`src/rtl/tmt_pkg.sv`:
```
package tmt_pkg;
   localparam int NUM_CH  = 2;
   localparam int CH_SUP  = 0;
   localparam int CH_HYP  = 1;

   // reset image of a compare word: disabled, value zero
   function automatic logic [63:0] disabled_word(input int width);
      logic [63:0] w;
      w = '0;
      w[width-1] = 1'b1;
      return w;
   endfunction
endpackage

```
`src/rtl/tmt_counter.sv`:
```
module tmt_counter #(
   parameter int CNT_W = 63
) (
   input  logic             clk,
   input  logic             rst_n,
   input  logic             tick_en,
   output logic [CNT_W-1:0] cnt,
   output logic             wrap
);
   localparam logic [CNT_W-1:0] ONE = CNT_W'(1);

   assign wrap = tick_en & (&cnt);

   always_ff @(posedge clk) begin
      if (!rst_n) cnt <= '0;
      else if (tick_en) cnt <= cnt + ONE;
   end

   a_r2_step: assert property (@(posedge clk) disable iff (!rst_n)
      $past(tick_en) && $past(rst_n) |-> cnt == $past(cnt) + ONE);
   a_r2_hold: assert property (@(posedge clk) disable iff (!rst_n)
      !$past(tick_en) && $past(rst_n) |-> $stable(cnt));
endmodule

```
`src/rtl/tmt_channel.sv`:
```
module tmt_channel #(
   parameter int CNT_W      = 63,
   parameter bit HALT_MASKS = 1'b0
) (
   input  logic             clk,
   input  logic             rst_n,
   input  logic [CNT_W-1:0] cnt,
   input  logic             wrap,
   input  logic             halted,
   input  logic             wr,
   input  logic [CNT_W:0]   wdata,
   output logic [CNT_W:0]   word_q,
   output logic             fire_q
);
   localparam int DIS = CNT_W;
   localparam logic [63:0] RST64 = tmt_pkg::disabled_word(CNT_W + 1);
   localparam logic [CNT_W:0] RST_WORD = RST64[CNT_W:0];

   logic armed;
   logic eq;
   logic hit;
   logic blocked;

   assign eq  = (cnt == word_q[CNT_W-1:0]);
   assign hit = armed & eq & ~wr;

   generate
      if (HALT_MASKS) begin : g_mask
         assign blocked = halted;
      end else begin : g_nomask
         assign blocked = 1'b0;
      end
   endgenerate

   always_ff @(posedge clk) begin
      if (!rst_n) begin
         word_q <= RST_WORD;
         armed  <= 1'b0;
         fire_q <= 1'b0;
      end else begin
         fire_q <= hit & ~blocked;
         if (wr) begin
            word_q <= wdata;
            armed  <= ~wdata[DIS] & (wdata[CNT_W-1:0] > cnt);
         end else if (wrap) begin
            armed  <= ~word_q[DIS];
         end else if (hit) begin
            armed  <= 1'b0;
         end
      end
   end

   // a request never lasts beyond one cycle
   a_r6_one_cycle: assert property (@(posedge clk) disable iff (!rst_n)
      fire_q |=> !fire_q);
   // a request follows a cycle whose counter equalled the value
   a_r6_on_value: assert property (@(posedge clk) disable iff (!rst_n)
      fire_q |-> $past(cnt) == word_q[CNT_W-1:0]);
   // disabled channel is silent
   a_r4_disabled: assert property (@(posedge clk) disable iff (!rst_n)
      fire_q |-> !word_q[DIS]);
   // disabling write leaves the channel disarmed
   a_r4_cancel: assert property (@(posedge clk) disable iff (!rst_n)
      $past(rst_n) && $past(wr) && $past(wdata[DIS]) |-> !armed);
   // no request from the value replaced in a write cycle
   a_r8_write_wins: assert property (@(posedge clk) disable iff (!rst_n)
      $past(rst_n) && $past(wr) |-> !fire_q);

   generate
      if (HALT_MASKS) begin : g_halt_chk
         // no hypervisor request out of a halted cycle
         a_r7_halted: assert property (@(posedge clk) disable iff (!rst_n)
            fire_q |-> !$past(halted));
      end
   endgenerate
endmodule

```
`src/rtl/tick_match_timer.sv`:
```
module tick_match_timer #(
   parameter int CNT_W = 63,
   parameter int CMP_W = CNT_W + 1
) (
   input  logic             clk,
   input  logic             rst_n,
   input  logic             tick_en,
   input  logic             thread_halted,
   input  logic             wr_en,
   input  logic             wr_sel,
   input  logic [CMP_W-1:0] wr_data,
   input  logic             rd_sel,
   output logic [CMP_W-1:0] rd_data,
   output logic [CNT_W-1:0] count,
   output logic             soft_tick_req,
   output logic             hyp_intp_set
);
   import tmt_pkg::*;

   generate
      if (CNT_W < 2 || CNT_W > 63) begin : g_bad_width
         $error("tick_match_timer: CNT_W must lie in 2..63");
      end
      if (CMP_W != CNT_W + 1) begin : g_bad_cmp
         $error("tick_match_timer: CMP_W must be CNT_W+1");
      end
   endgenerate

   logic             wrap;
   logic [CMP_W-1:0] words [NUM_CH];
   logic [NUM_CH-1:0] fires;

   tmt_counter #(.CNT_W(CNT_W)) u_cnt (
      .clk(clk), .rst_n(rst_n), .tick_en(tick_en),
      .cnt(count), .wrap(wrap)
   );

   generate
      for (genvar ch = 0; ch < NUM_CH; ch++) begin : g_ch
         tmt_channel #(
            .CNT_W(CNT_W),
            .HALT_MASKS(ch == CH_HYP)
         ) u_chan (
            .clk(clk), .rst_n(rst_n), .cnt(count), .wrap(wrap),
            .halted(thread_halted),
            .wr(wr_en && (wr_sel == 1'(ch))),
            .wdata(wr_data),
            .word_q(words[ch]),
            .fire_q(fires[ch])
         );
      end
   endgenerate

   assign rd_data       = rd_sel ? words[CH_HYP] : words[CH_SUP];
   assign soft_tick_req = fires[CH_SUP];
   assign hyp_intp_set  = fires[CH_HYP];

   // nothing is requested in the first cycle after reset
   a_r1_quiet: assert property (@(posedge clk) disable iff (!rst_n)
      !$past(rst_n) |-> !soft_tick_req && !hyp_intp_set);
endmodule

```
`config.mk`:
```
export PLATFORM = sky130hd
export DESIGN_NAME = tick_match_timer
export DESIGN_NICKNAME = d
export VERILOG_FILES = /design/src/rtl/tmt_pkg.sv /design/src/rtl/tmt_counter.sv /design/src/rtl/tmt_channel.sv /design/src/rtl/tick_match_timer.sv
export SDC_FILE = /design/constraint.sdc
export NUM_CORES = 1
export LEC_CHECK = 0
export ABC_CLOCK_PERIOD_IN_PS = 2300
export CORE_AREA = 2 2 214 153
export CTS_CLUSTER_DIAMETER = 50
export CTS_CLUSTER_SIZE = 40
export DETAILED_ROUTE_END_ITERATION = 16
export DIE_AREA = 0 0 216 155
export DONT_BUFFER_PORTS = 1
export PLACE_DENSITY = 0.6
export SLEW_MARGIN = 40
export SYNTH_ARGS = -nofsm -noshare
export SYNTH_HDL_FRONTEND = slang
export SYNTH_SLANG_ARGS = --single-unit
```
`constraint.sdc`:
```
create_clock -name clk -period 2.3 [get_ports clk]
set_input_delay 0.345 -clock clk [delete_from_list [all_inputs] [get_ports clk]]
set_output_delay 0.345 -clock clk [all_outputs]
set_load 0.02 [all_outputs]
```
== Word level (Yosys, flattened, before mapping) ==
Cells that the tools add are included.

* $add $sub $neg: 1
* $lt $le $gt $ge: 1
* Equal/unequal tests: 2
* Multiplexer cells: 7
* Bitwise gates (word level): 14
* Reductions and logical operators: 5

{| class="wikitable"
|+ Operators by type and width
! cell !! number
|-
| == test 63 bit || 2
|-
| 2-to-1 mux 64 bit || 1
|-
| adder 63 x 1 -> 63 bit, second input constant || 1
|-
| > comparator 63 bit || 1
|-
| AND reduction 63 bit || 1
|-
| AND 1 bit || 7
|-
| NOT 1 bit || 7
|-
| 2-to-1 mux 1 bit || 6
|-
| nonzero test 3 bit || 2
|-
| logical AND 1 bit || 2
|}

* Bits in registers: 195
* Output and inout bits: 129
* Logic and storage cells: 37

== Depth between registers and ports, before layout ==
Gate-level depths: netlist (run 1).

* Depth in word-level cells: 7
* Depth in mapped cells: 10

== Modules after synthesis ==
From an unflattened synthesis (run 1), not the netlist that was laid out.

* Cells, all modules: 1,466
* Area total of the unflattened synthesis: 13,416.6 um2

{| class="wikitable"
|+ By module, submodules not included
! module !! times used !! cells each !! area each (um2)
|-
| tmt_channel at g_ch[1].u_chan || 1 || 527 || 4,725.8
|-
| tmt_channel at g_ch[0].u_chan || 1 || 526 || 4,723.3
|-
| tmt_counter || 1 || 340 || 2,877.8
|-
| tick_match_timer || 1 || 73 || 1,089.8
|}

== Least setup slack after synthesis (run 1) ==
Ideal clock, no wire load.

* Path type: register to register
* From: register u_cnt.cnt[4]
* To: register g_ch[1].u_chan.armed
* Setup time: 0.116 ns
* Arrival time: 2.209 ns
* Required time: 2.184 ns
* Slack: -0.025 ns
* Stages on the path, launching flop included: 10
* Period minus slack after synthesis: 2.325 ns
* Cells stage by stage: dfxtp_1 inv_1 ha_1 a211oi_1 nor2_1 o31a_1 a2111oi_0 o211a_1 a21oi_1 o211a_1

* Word-level cells in the longest chain between the ends: 4
* Elaborated cells on any way between the ends: 10
* Those cells by class: order compare: 1; eq/ne: 1; mux: 2; bitwise: 4; reduce/logical: 2

{| class="wikitable"
|+ RTL lines
! what !! line !! text
|-
| from (decl) || tmt_counter.sv:7 || <nowiki>output logic [CNT_W-1:0] cnt,</nowiki>
|-
| from (signal assigned) || tmt_counter.sv:16 || <nowiki>else if (tick_en) cnt <= cnt + ONE;</nowiki>
|-
| branches (longest 4 deep; another with > comparator 63 bit) || - ||
|-
| to (signal assigned) || tmt_channel.sv:44 || <nowiki>armed <= ~wdata[DIS] & (wdata[CNT_W-1:0] > cnt);</nowiki>
|-
| to (signal assigned) || tmt_channel.sv:46 || <nowiki>armed <= ~word_q[DIS];</nowiki>
|-
| to (decl) || tmt_channel.sv:19 || <nowiki>logic armed;</nowiki>
|}

Parallel ways; which one is timed is not known.
A chain may end at the register's enable or synchronous reset.

== Final worst setup path (run 1) ==
* From: register u_cnt.cnt[58]
* To: register g_ch[0].u_chan.armed

* Word-level cells in the longest chain between the ends: 4
* Elaborated cells on any way between the ends: 10
* Those cells by class: order compare: 1; eq/ne: 1; mux: 2; bitwise: 4; reduce/logical: 2

{| class="wikitable"
|+ RTL lines
! what !! line
|-
| branches (longest 4 deep; another with > comparator 63 bit) || -
|-
| to (signal assigned) || tmt_channel.sv:44
|-
| to (signal assigned) || tmt_channel.sv:46
|-
| to (decl) || tmt_channel.sv:19
|}

Parallel ways; which one is timed is not known.

==> reports/qor.csv, run 1 <==
metric,value,unit
status,"finished, violations left",
failing checks,setup timing,
Layout Cells excl Fill,1873,
Core Rows,55,
most frequent cells in the layout,"dfxtp_1, buf_4, nand2_1, xnor2_1, a21oi_1",
n_diodes,0,
Post-synth ARST share,0,%
number of enable flip-flop cells after synthesis,0,
share of layout cells above drive strength 1,22.8,%
synth-to-layout area growth,28.4,%
placed insts,1777,
Syn. warnings,0,
final instance area,13900,um^2
IO buf count,0,
fillers,3107,
io pins,200,
RSZ-0062 raised after global routing,yes,
Post-route DRC,0,
register area share after synthesis,36.0,%
Setup crit start kind,flip-flop,
wire length per cell,23.3,um
WS Path Type,reg2reg,
clk root buf,clkbuf_16,
"Avg Cell Area, Syn",8.64,um^2
xor and xnor fraction of the mapped netlist area,13.5,%
clock latency at the later pin of the worst-skew pair,0.46,ns
drt initial violations,895,
Final Hold Viols,0,
total gr overflow,0,
leakage power,5.40,nW
die height,155,um
min Tclk post-route,2.36,ns
DIE WIDTH,216,um
final slew viol count,0,
Max VDD drop,325,uV
hold slack final,0.0193,ns
NumNets Final,1568,
Final Core Density,43.9,%
largest net degree at the start of global routing,67,
Hold WC Path Type,in2reg,
Initial Utilization,34.2,%
Mapped Nets,1389,
post-synthesis mux area share,6.54,%
antenna violations before repair,0,
first-pass GRT wire length,64400,um
Worst-path clk slew,0.07,ns
largest family of logic cells by synthesized area,simple AND/OR/NAND/NOR gates,
GRT Overall Usage,26.0,%
placed inst area,12400,um^2
Synth Cell Area,10800,um^2
H-tree depth,4,
Critical Path AT,2.71,ns
DRT Pass-1 Iters,5,
total vias in the final route,10214,
Fmax achieved,424,MHz
worst setup margin,-0.0599,ns
clock buffer depth,2,
total core area,31700,um^2
Relative slew margins,57.7,%
gp weighted congestion,0.905,
Most used DFF post-synth,dfxtp_1,
hpwl dp,33000,um
clock sinks,195,
max-cap violations,0,
multi-input logic area,6530,um^2
total power divided by cell area,570,nW/um^2
clk_skew,0.0119,ns
CP Capture Type,flip-flop,
CP required,2.65,ns
count of final setup violators,1,
Post-Syn Instances,1254,
DIE AREA,33500,um^2
post-synthesis cell type count,57,
CTS tree,built,
CTS buffer count,17,
Post-Synth Adder-Cell Area,7.39,%
final wirelength,43700,um
Via density,5.45,
Synth Area in Simple Gates,18.1,%
Final ANT Viol Nets,0,
period utilization,103,%
"commonest non-fill, non-tap cell in the layout",dfxtp_1,
post-synthesis compound-gate area fraction,13.2,%
Slew @ Worst Pin,0.635,ns
Synth Register Bits,195,
number of global-route vias before repair,9904,
critical path peak fanout,4,
Register Area,3940,um^2
[timing repair]
action,in CTS,in global routing
hold buffers,62,0
hold endpoints to repair,90,0
gates resized for setup,12,53
pin swaps,3,6
endpoints found under the setup margin,10,27
buffers inserted,0,2
[synthesized netlist by cell type (all sizes together), types with 3 or more instances]
| cell type | number | share of area (%) |
|---|---|---|
| ha | 64 | 7.4 |
| nand3 | 27 | 1.3 |
| a22o | 64 | 5.2 |
| buf | 16 | 0.73 |
| o22ai | 3 | 0.17 |
| clkbuf | 58 | 2.0 |
| and4 | 9 | 0.73 |
| a21oi | 99 | 4.6 |
| nand4 | 59 | 3.6 |
| xor2 | 26 | 2.1 |
| xnor2 | 141 | 11 |
| inv | 70 | 2.4 |
| nor3 | 18 | 0.98 |
| nand2 | 163 | 5.6 |
| dfxtp | 195 | 36 |
| o21ai | 20 | 0.92 |
| a21o | 4 | 0.28 |
| or3 | 4 | 0.23 |
| and3 | 6 | 0.35 |
| and2 | 9 | 0.52 |
| nor2 | 75 | 2.6 |
| nor4 | 26 | 1.6 |
| mux2 | 62 | 6.4 |
| o21a | 3 | 0.21 |
[worst paths after layout]
| check | from | endpoint | slack, ns | cells after the start |
|---|---|---|---|---|
| worst max-delay path | u_cnt.cnt[58] | g_ch[0].u_chan.armed | -0.06 | 8 |
| worst min-delay path | wr_data[29] | g_ch[1].u_chan.word_q[29] | 0.02 | 2 |
| worst max register to register | u_cnt.cnt[58] | g_ch[0].u_chan.armed | -0.06 | 8 |
| worst min register to register | g_ch[1].u_chan.word_q[37] | g_ch[1].u_chan.word_q[37] | 0.48 | 2 |
[cell families after synthesis]
kind of cell    count (synthesis)
simple gates                  402
flops                         195
mux                            63
xor+xnor                      167
compound gates                217
fa+ha+maj                      64
buf+inv                       146
[per-stage QoR]
stage	total power [W]	setup WS (ns)	TNS, ns
floorplan	0.00427	0.0173	0
global placement	0.00459	-0.126	-0.451
detailed placement	0.00460	-0.118	-0.622
CTS	0.00792	0.00279	0
global route	0.00817	-0.0570	-0.106
finish	0.00792	-0.0599	-0.0599
[per-layer routing]
| layer | part of all wire [%] | global-route usage [%] |
|---|---|---|
| met3 | 14 | 12.9 |
| met2 | 39 | 34.8 |
| met4 | 3.0 | 9.26 |
| met1 | 44 | 35.6 |
| met5 | 0 | 0 |
[state kept, by name, summed over array words and instances, names as in the netlist]
signal              flops
g_ch.u_chan.word_q    128
g_ch.u_chan.armed       2
g_ch.u_chan.fire_q      2
u_cnt.cnt              63
[report_power, final]
group          switching [W]  leakage (nW)  internal, W
registers           0.000110          1.60      0.00348
logic               0.000619          3.50     0.000458
clock network        0.00146         0.302      0.00179
[area by class of cell]
class                      count  share of cell area, %
clock buffer                  19                   3.26
clock inverter                13                   1.23
inverter                      72                   1.96
multi-input combinational    913                   46.9
sequential                   195                   28.4
tap                          427                   3.84
timing repair buffer         234                   14.4
[critical path, cell delays in order, from the launching register on]
cell       delay (ns)
dfxtp_2          0.35
xnor2_1          0.20
buf_4            0.18
nand4_1          0.23
nor4_2           0.28
nand4_1          0.13
or4_1            0.57
a31oi_1          0.21
o2bb2ai_1        0.10
No activity file was read; power rests on OpenSTA's default activity.
==> run 2, diff against run 1 <==
--- a/config.mk
+++ b/config.mk
@@ -12,7 +12,7 @@
 export DETAILED_ROUTE_END_ITERATION = 16
 export DIE_AREA = 0 0 216 155
 export DONT_BUFFER_PORTS = 1
-export PLACE_DENSITY = 0.6
+export PLACE_DENSITY = 0.59
 export SLEW_MARGIN = 40
 export SYNTH_ARGS = -nofsm -noshare
 export SYNTH_HDL_FRONTEND = slang
==> reports/qor.csv, run 2 (same netlist as run 1, synthesis figures left out) <==
metric,value,unit
clock sinks,195,
CP max stage cell,a221o_1,
RSZ-0062 raised after global routing,yes,
Reg with most FFs,g_ch.u_chan.word_q,
Slew @ Worst Pin,0.663,ns
status,"complete, no violations",
clock latency at the later pin of the worst-skew pair,0.47,ns
GRT Overall Usage,25.9,%
critical path peak fanout,3,
number of global-route vias before repair,9597,
NumNets Final,1573,
placed insts,1778,
worst setup margin,0.0597,ns
Core Rows,55,
CTS buffer count,17,
total power divided by cell area,551,nW/um^2
count of final setup violators,0,
CP Capture Type,flip-flop,
leakage power,5.50,nW
Post-route DRC,0,
max-cap violations,0,
WS Path Type,reg2reg,
io pins,200,
largest registers,"g_ch.u_chan.word_q (128), u_cnt.cnt (63)",
CP required,2.66,ns
Critical Path AT,2.60,ns
gp weighted congestion,0.942,
drt initial violations,1038,
Hold WC Path Type,in2reg,
n_diodes,0,
pre-CTS setup slack,-0.0980,ns
CTS tree,built,
clk root buf,clkbuf_16,
total vias in the final route,10330,
largest net degree at the start of global routing,123,
die height,155,um
Final Core Density,44.9,%
Largest register FFs,128,
clk_skew,0.0130,ns
Final Hold Viols,0,
hold slack final,0.0107,ns
DRT Pass-1 Iters,5,
DIE WIDTH,216,um
DIE AREA,33500,um^2
Final ANT Viol Nets,0,
total core area,31700,um^2
TNS Setup,0,ns
CP cell instances,inv_1 -> ha_1 -> nand4_1 -> nor4_2 -> buf_4 -> a221o_1 -> a21oi_2 -> o211a_1 -> a21oi_2 -> o211a_1,
final wirelength,44500,um
final slew viol count,0,
first-pass GRT wire length,63800,um
min Tclk post-route,2.24,ns
synth-to-layout area growth,31.1,%
total gr overflow,0,
most frequent cells in the layout,"buf_4, nand2_1, dfxtp_1, xnor2_1, a21oi_1",
Worst-path clk slew,0.08,ns
Initial Utilization,34.2,%
clock buffer depth,2,
wire length per cell,23.7,um
Setup crit start kind,flip-flop,
period utilization,97.4,%
H-tree depth,4,
Critical Path Max Stage Delay,0.38,ns
Via density,5.50,
Max VDD drop,463,uV
hpwl dp,32700,um
Fmax achieved,446,MHz
share of layout cells above drive strength 1,26.3,%
Relative slew margins,55.8,%
IO buf count,0,
antenna violations before repair,0,
Layout Cells excl Fill,1878,
"commonest non-fill, non-tap cell in the layout",buf_4,
==> run 2: area by class of cell <==
cell class	instances	area, um^2
fillers	3112	17500
multi-input cells	913	6800
flip-flops and latches	195	3970
repair buffers	239	2030
well taps	427	534
clock buffers	17	425
inverters	72	275
clock inverters	15	169
==> run 2: critical path: cells and delay by family (launching register included) <==
family / cells / cell delay (ns)
buffers and inverters: 2 / 0.23
DFF: 1 / 0.33
adders and majority gates: 1 / 0.30
and+or+nand+nor: 2 / 0.25
AOI/OAI and AO/OA: 5 / 1.02
==> run 2: path summary, 6_finish.rpt <==
| path | from | endpoint | slack (ns) | cells after the start |
|---|---|---|---|---|
| setup / recovery | u_cnt.cnt[30] | g_ch[1].u_chan.armed | 0.06 | 10 |
| hold / removal | wr_data[59] | g_ch[0].u_chan.word_q[59] | 0.01 | 1 |
| setup reg to reg | u_cnt.cnt[30] | g_ch[1].u_chan.armed | 0.06 | 10 |
| hold reg to reg | g_ch[1].u_chan.word_q[30] | g_ch[1].u_chan.word_q[30] | 0.48 | 2 |
==> run 2: routing by layer <==
layer / GRT usage, % / wire length (um) / vias up
met5: 0 / 0 / -
met4: 7.31 / 850 / 0
met3: 10.2 / 5720 / 49
met2: 36.5 / 18200 / 517
met1: 36.3 / 19700 / 5025
li1: - / - / 4739
==> run 2: metrics by stage <==
step / cell area [um^2] / power [W]
final: 14200 / 0.00782
after global routing: 14200 / 0.00808
after CTS: 13700 / 0.00781
after detailed placement: 12400 / 0.00461
after global placement: 12400 / 0.00459
after floorplan: 10800 / 0.00427
==> run 2: timing repair <==
action                                  in CTS  in global routing
buffers inserted                             2                  6
gates resized for setup                     24                 99
endpoints found under the setup margin       6                 26
hold endpoints to repair                    86                  0
hold buffers                                60                  0
pin swaps                                    7                 26
==> run 2: power by group <==
group	leakage, nW	internal, W	switching (W)	total (W)
clock	0.289	0.00163	0.00150	0.00313
sequential	1.61	0.00348	0.000111	0.00359
combinational	3.60	0.000477	0.000626	0.00110
total	5.50	0.00559	0.00224	0.00782
==> run 3, diff against run 2 <==
--- a/config.mk
+++ b/config.mk
@@ -5,14 +5,15 @@
 export SDC_FILE = /design/constraint.sdc
 export NUM_CORES = 1
 export LEC_CHECK = 0
+export ABC_AREA = 1
 export ABC_CLOCK_PERIOD_IN_PS = 2300
-export CORE_AREA = 2 2 214 153
+export CORE_AREA = 2 2 227 162
 export CTS_CLUSTER_DIAMETER = 50
 export CTS_CLUSTER_SIZE = 40
 export DETAILED_ROUTE_END_ITERATION = 16
-export DIE_AREA = 0 0 216 155
+export DIE_AREA = 0 0 229 164
 export DONT_BUFFER_PORTS = 1
-export PLACE_DENSITY = 0.59
+export PLACE_DENSITY = 0.6
 export SLEW_MARGIN = 40
 export SYNTH_ARGS = -nofsm -noshare
 export SYNTH_HDL_FRONTEND = slang
==> reports/qor.csv, run 3 <==
metric,value,unit
TNS Setup,0,ns
drt initial violations,1749,
wire length per cell,22.0,um
Core Rows,58,
count of final setup violators,0,
top-area cell type share of the netlist area,31.9,%
CP Capture Type,flip-flop,
status,"complete, no violations",
Pwr Total,0.00818,W
total power divided by cell area,542,nW/um^2
die height,164,um
Post-synth ARST share,0,%
hpwl dp,45700,um
min Tclk post-route,2.21,ns
most frequent cells in the layout,"nand2_1, o21ai_0, inv_1, nor2_1, dfxtp_1",
Post-CTS Setup Bufs,0,
Largest register FFs,128,
Post-Syn Instances,1943,
Most used DFF post-synth,dfxtp_1,
Worst-path clk slew,0.08,ns
largest registers,"g_ch.u_chan.word_q (128), u_cnt.cnt (63)",
"top cells by count, synth","nand2_1, o21ai_0, inv_1",
pre-CTS setup slack,-0.0509,ns
NumNets Final,2260,
synth-to-layout area growth,23.3,%
synth top area cells,"dfxtp_1, nand2_1, o21ai_0",
Setup crit start kind,flip-flop,
Initial Utilization,34.5,%
first-pass GRT wire length,83200,um
antenna violations before repair,0,
max-cap violations,0,
DIE WIDTH,229,um
DRT Pass-1 Iters,5,
Final Hold Viols,0,
number of global-route vias before repair,12471,
r2r worst-path depth,10,
Via density,5.22,
post-synthesis cell type count,45,
CTS buffer count,17,
clock buffer depth,2,
"Avg Cell Area, Syn",6.29,um^2
H-tree depth,4,
total core area,35400,um^2
worst setup margin,0.0864,ns
Reg with most FFs,g_ch.u_chan.word_q,
GRT Overall Usage,30.5,%
post-synth top area cell,dfxtp_1,
CTS tree,built,
largest net degree at the start of global routing,129,
DIE AREA,37600,um^2
clock latency at the later pin of the worst-skew pair,0.48,ns
CP required,2.68,ns
"count leader, synth",nand2_1,
Synth Cell Area,12200,um^2
Register Area,3910,um^2
Post-route DRC,0,
register area share after synthesis,31.9,%
Max VDD drop,467,uV
leakage power,6.35,nW
gp weighted congestion,1.01,
period utilization,96.2,%
fillers,3836,
final slew viol count,0,
Final ANT Viol Nets,0,
clk_skew,0.0229,ns
clock sinks,195,
number of enable flip-flop cells after synthesis,0,
n_diodes,0,
Synth Register Bits,195,
RSZ-0062 raised after global routing,no,
total vias in the final route,13662,
critical path peak fanout,6,
Fmax achieved,452,MHz
hold slack final,0.00749,ns
Relative slew margins,41.4,%
IO buf count,0,
Hold WC Path Type,in2reg,
final wirelength,57600,um
Syn. warnings,0,
Critical Path AT,2.60,ns
"commonest non-fill, non-tap cell in the layout",nand2_1,
Mapped Nets,2078,
io pins,200,
worst hold stages,2,
multi-input logic area,7070,um^2
clk root buf,clkbuf_16,
share of layout cells above drive strength 1,13.1,%
WS Path Type,reg2reg,
Slew @ Worst Pin,0.875,ns
total gr overflow,0,
## run 3: changes by cell type in the layout (fill, tap and decap cells not counted), sizes merged, moves of 29 or more
cell / previous run / this run
xnor2: 141 / 9
o21ai: 20 / 255
nand4: 59 / 30
nor2: 75 / 207
mux2: 62 / 0
nand2: 163 / 557
inv: 78 / 272
a22o: 64 / 0
a21oi: 99 / 128
## run 3: cells by family (layout without fill, tap and decap cells)
group,after synthesis,after routing,synth area share (%)
XOR/XNOR,27,27,1.93
flip-flops,195,195,31.9
AO/OA/AOI/OAI,418,418,17.6
adder cells (fa/ha/maj),64,64,6.55
AND/OR/NAND/NOR,901,901,31.5
buffers and inverters,338,532,10.5
## run 3: path summary, 6_finish.rpt
kind                          endpoint  slack [ns]                     start
max                      u_cnt.cnt[61]        0.09             u_cnt.cnt[10]
min          g_ch[0].u_chan.word_q[42]       0.007               wr_data[42]
max reg2reg              u_cnt.cnt[61]        0.09             u_cnt.cnt[10]
min reg2reg   g_ch[1].u_chan.word_q[9]        0.48  g_ch[1].u_chan.word_q[9]
## run 3: layer usage
| layer | vias to the layer above | track usage [%] | part of all wire [%] |
|---|---|---|---|
| met5 | - | 0 | 0 |
| met4 | 0 | 4.25 | 0.96 |
| met3 | 40 | 8.58 | 11 |
| met2 | 649 | 44.4 | 40 |
| met1 | 6388 | 45.2 | 48 |
| li1 | 6585 | - | - |
## run 3: cell type report
| cell class | instances | area share (%) |
|---|---|---|
| inverters | 268 | 6.67 |
| flip-flops and latches | 195 | 25.9 |
| clock inverters | 13 | 1.16 |
| multi-input cells | 1410 | 46.9 |
| well taps | 480 | 3.98 |
| repair buffers | 233 | 12.6 |
| clock buffers | 18 | 2.85 |
## run 3: repair_timing
| item | 4_1_cts | 5_1_grt |
|---|---|---|
| gates resized for setup | 1 | 9 |
| endpoints found under the setup margin | 2 | 8 |
| pin swaps | 0 | 0 |
| hold buffers | 57 | 1 |
| endpoints found under the hold margin | 68 | 1 |
## run 3: critical path, cell delays in order, from the launching register on
cell and delay (ns):
dfxtp_1 0.59, nand2_2 0.11, nor2_1 0.24, inv_2 0.10
nor2_4 0.14, nand2_2 0.11, nor2_8 0.18, nand3_4 0.13
nor2_4 0.24, a31oi_1 0.12, nor2_1 0.16
## run 3: where the power goes
group	leakage (nW)	internal [W]	switching, W	total (W)
Combinational	4.47	0.000459	0.000810	0.00127
Sequential	1.59	0.00351	0.000111	0.00362
Clock	0.294	0.00173	0.00155	0.00329
Total	6.35	0.00570	0.00248	0.00818
## run 3: stage by stage
step | util (%) | instance area, um^2 | instances
6_report | 42.6 | 15100 | 2617
5_1_grt | 42.6 | 15100 | 2617
4_1_cts | 42.5 | 15000 | 2616
3_5_place_dp | 39.2 | 13900 | 2528
3_3_place_gp | 39.2 | 13900 | 2528
2_1_floorplan | - | 12200 | 1943
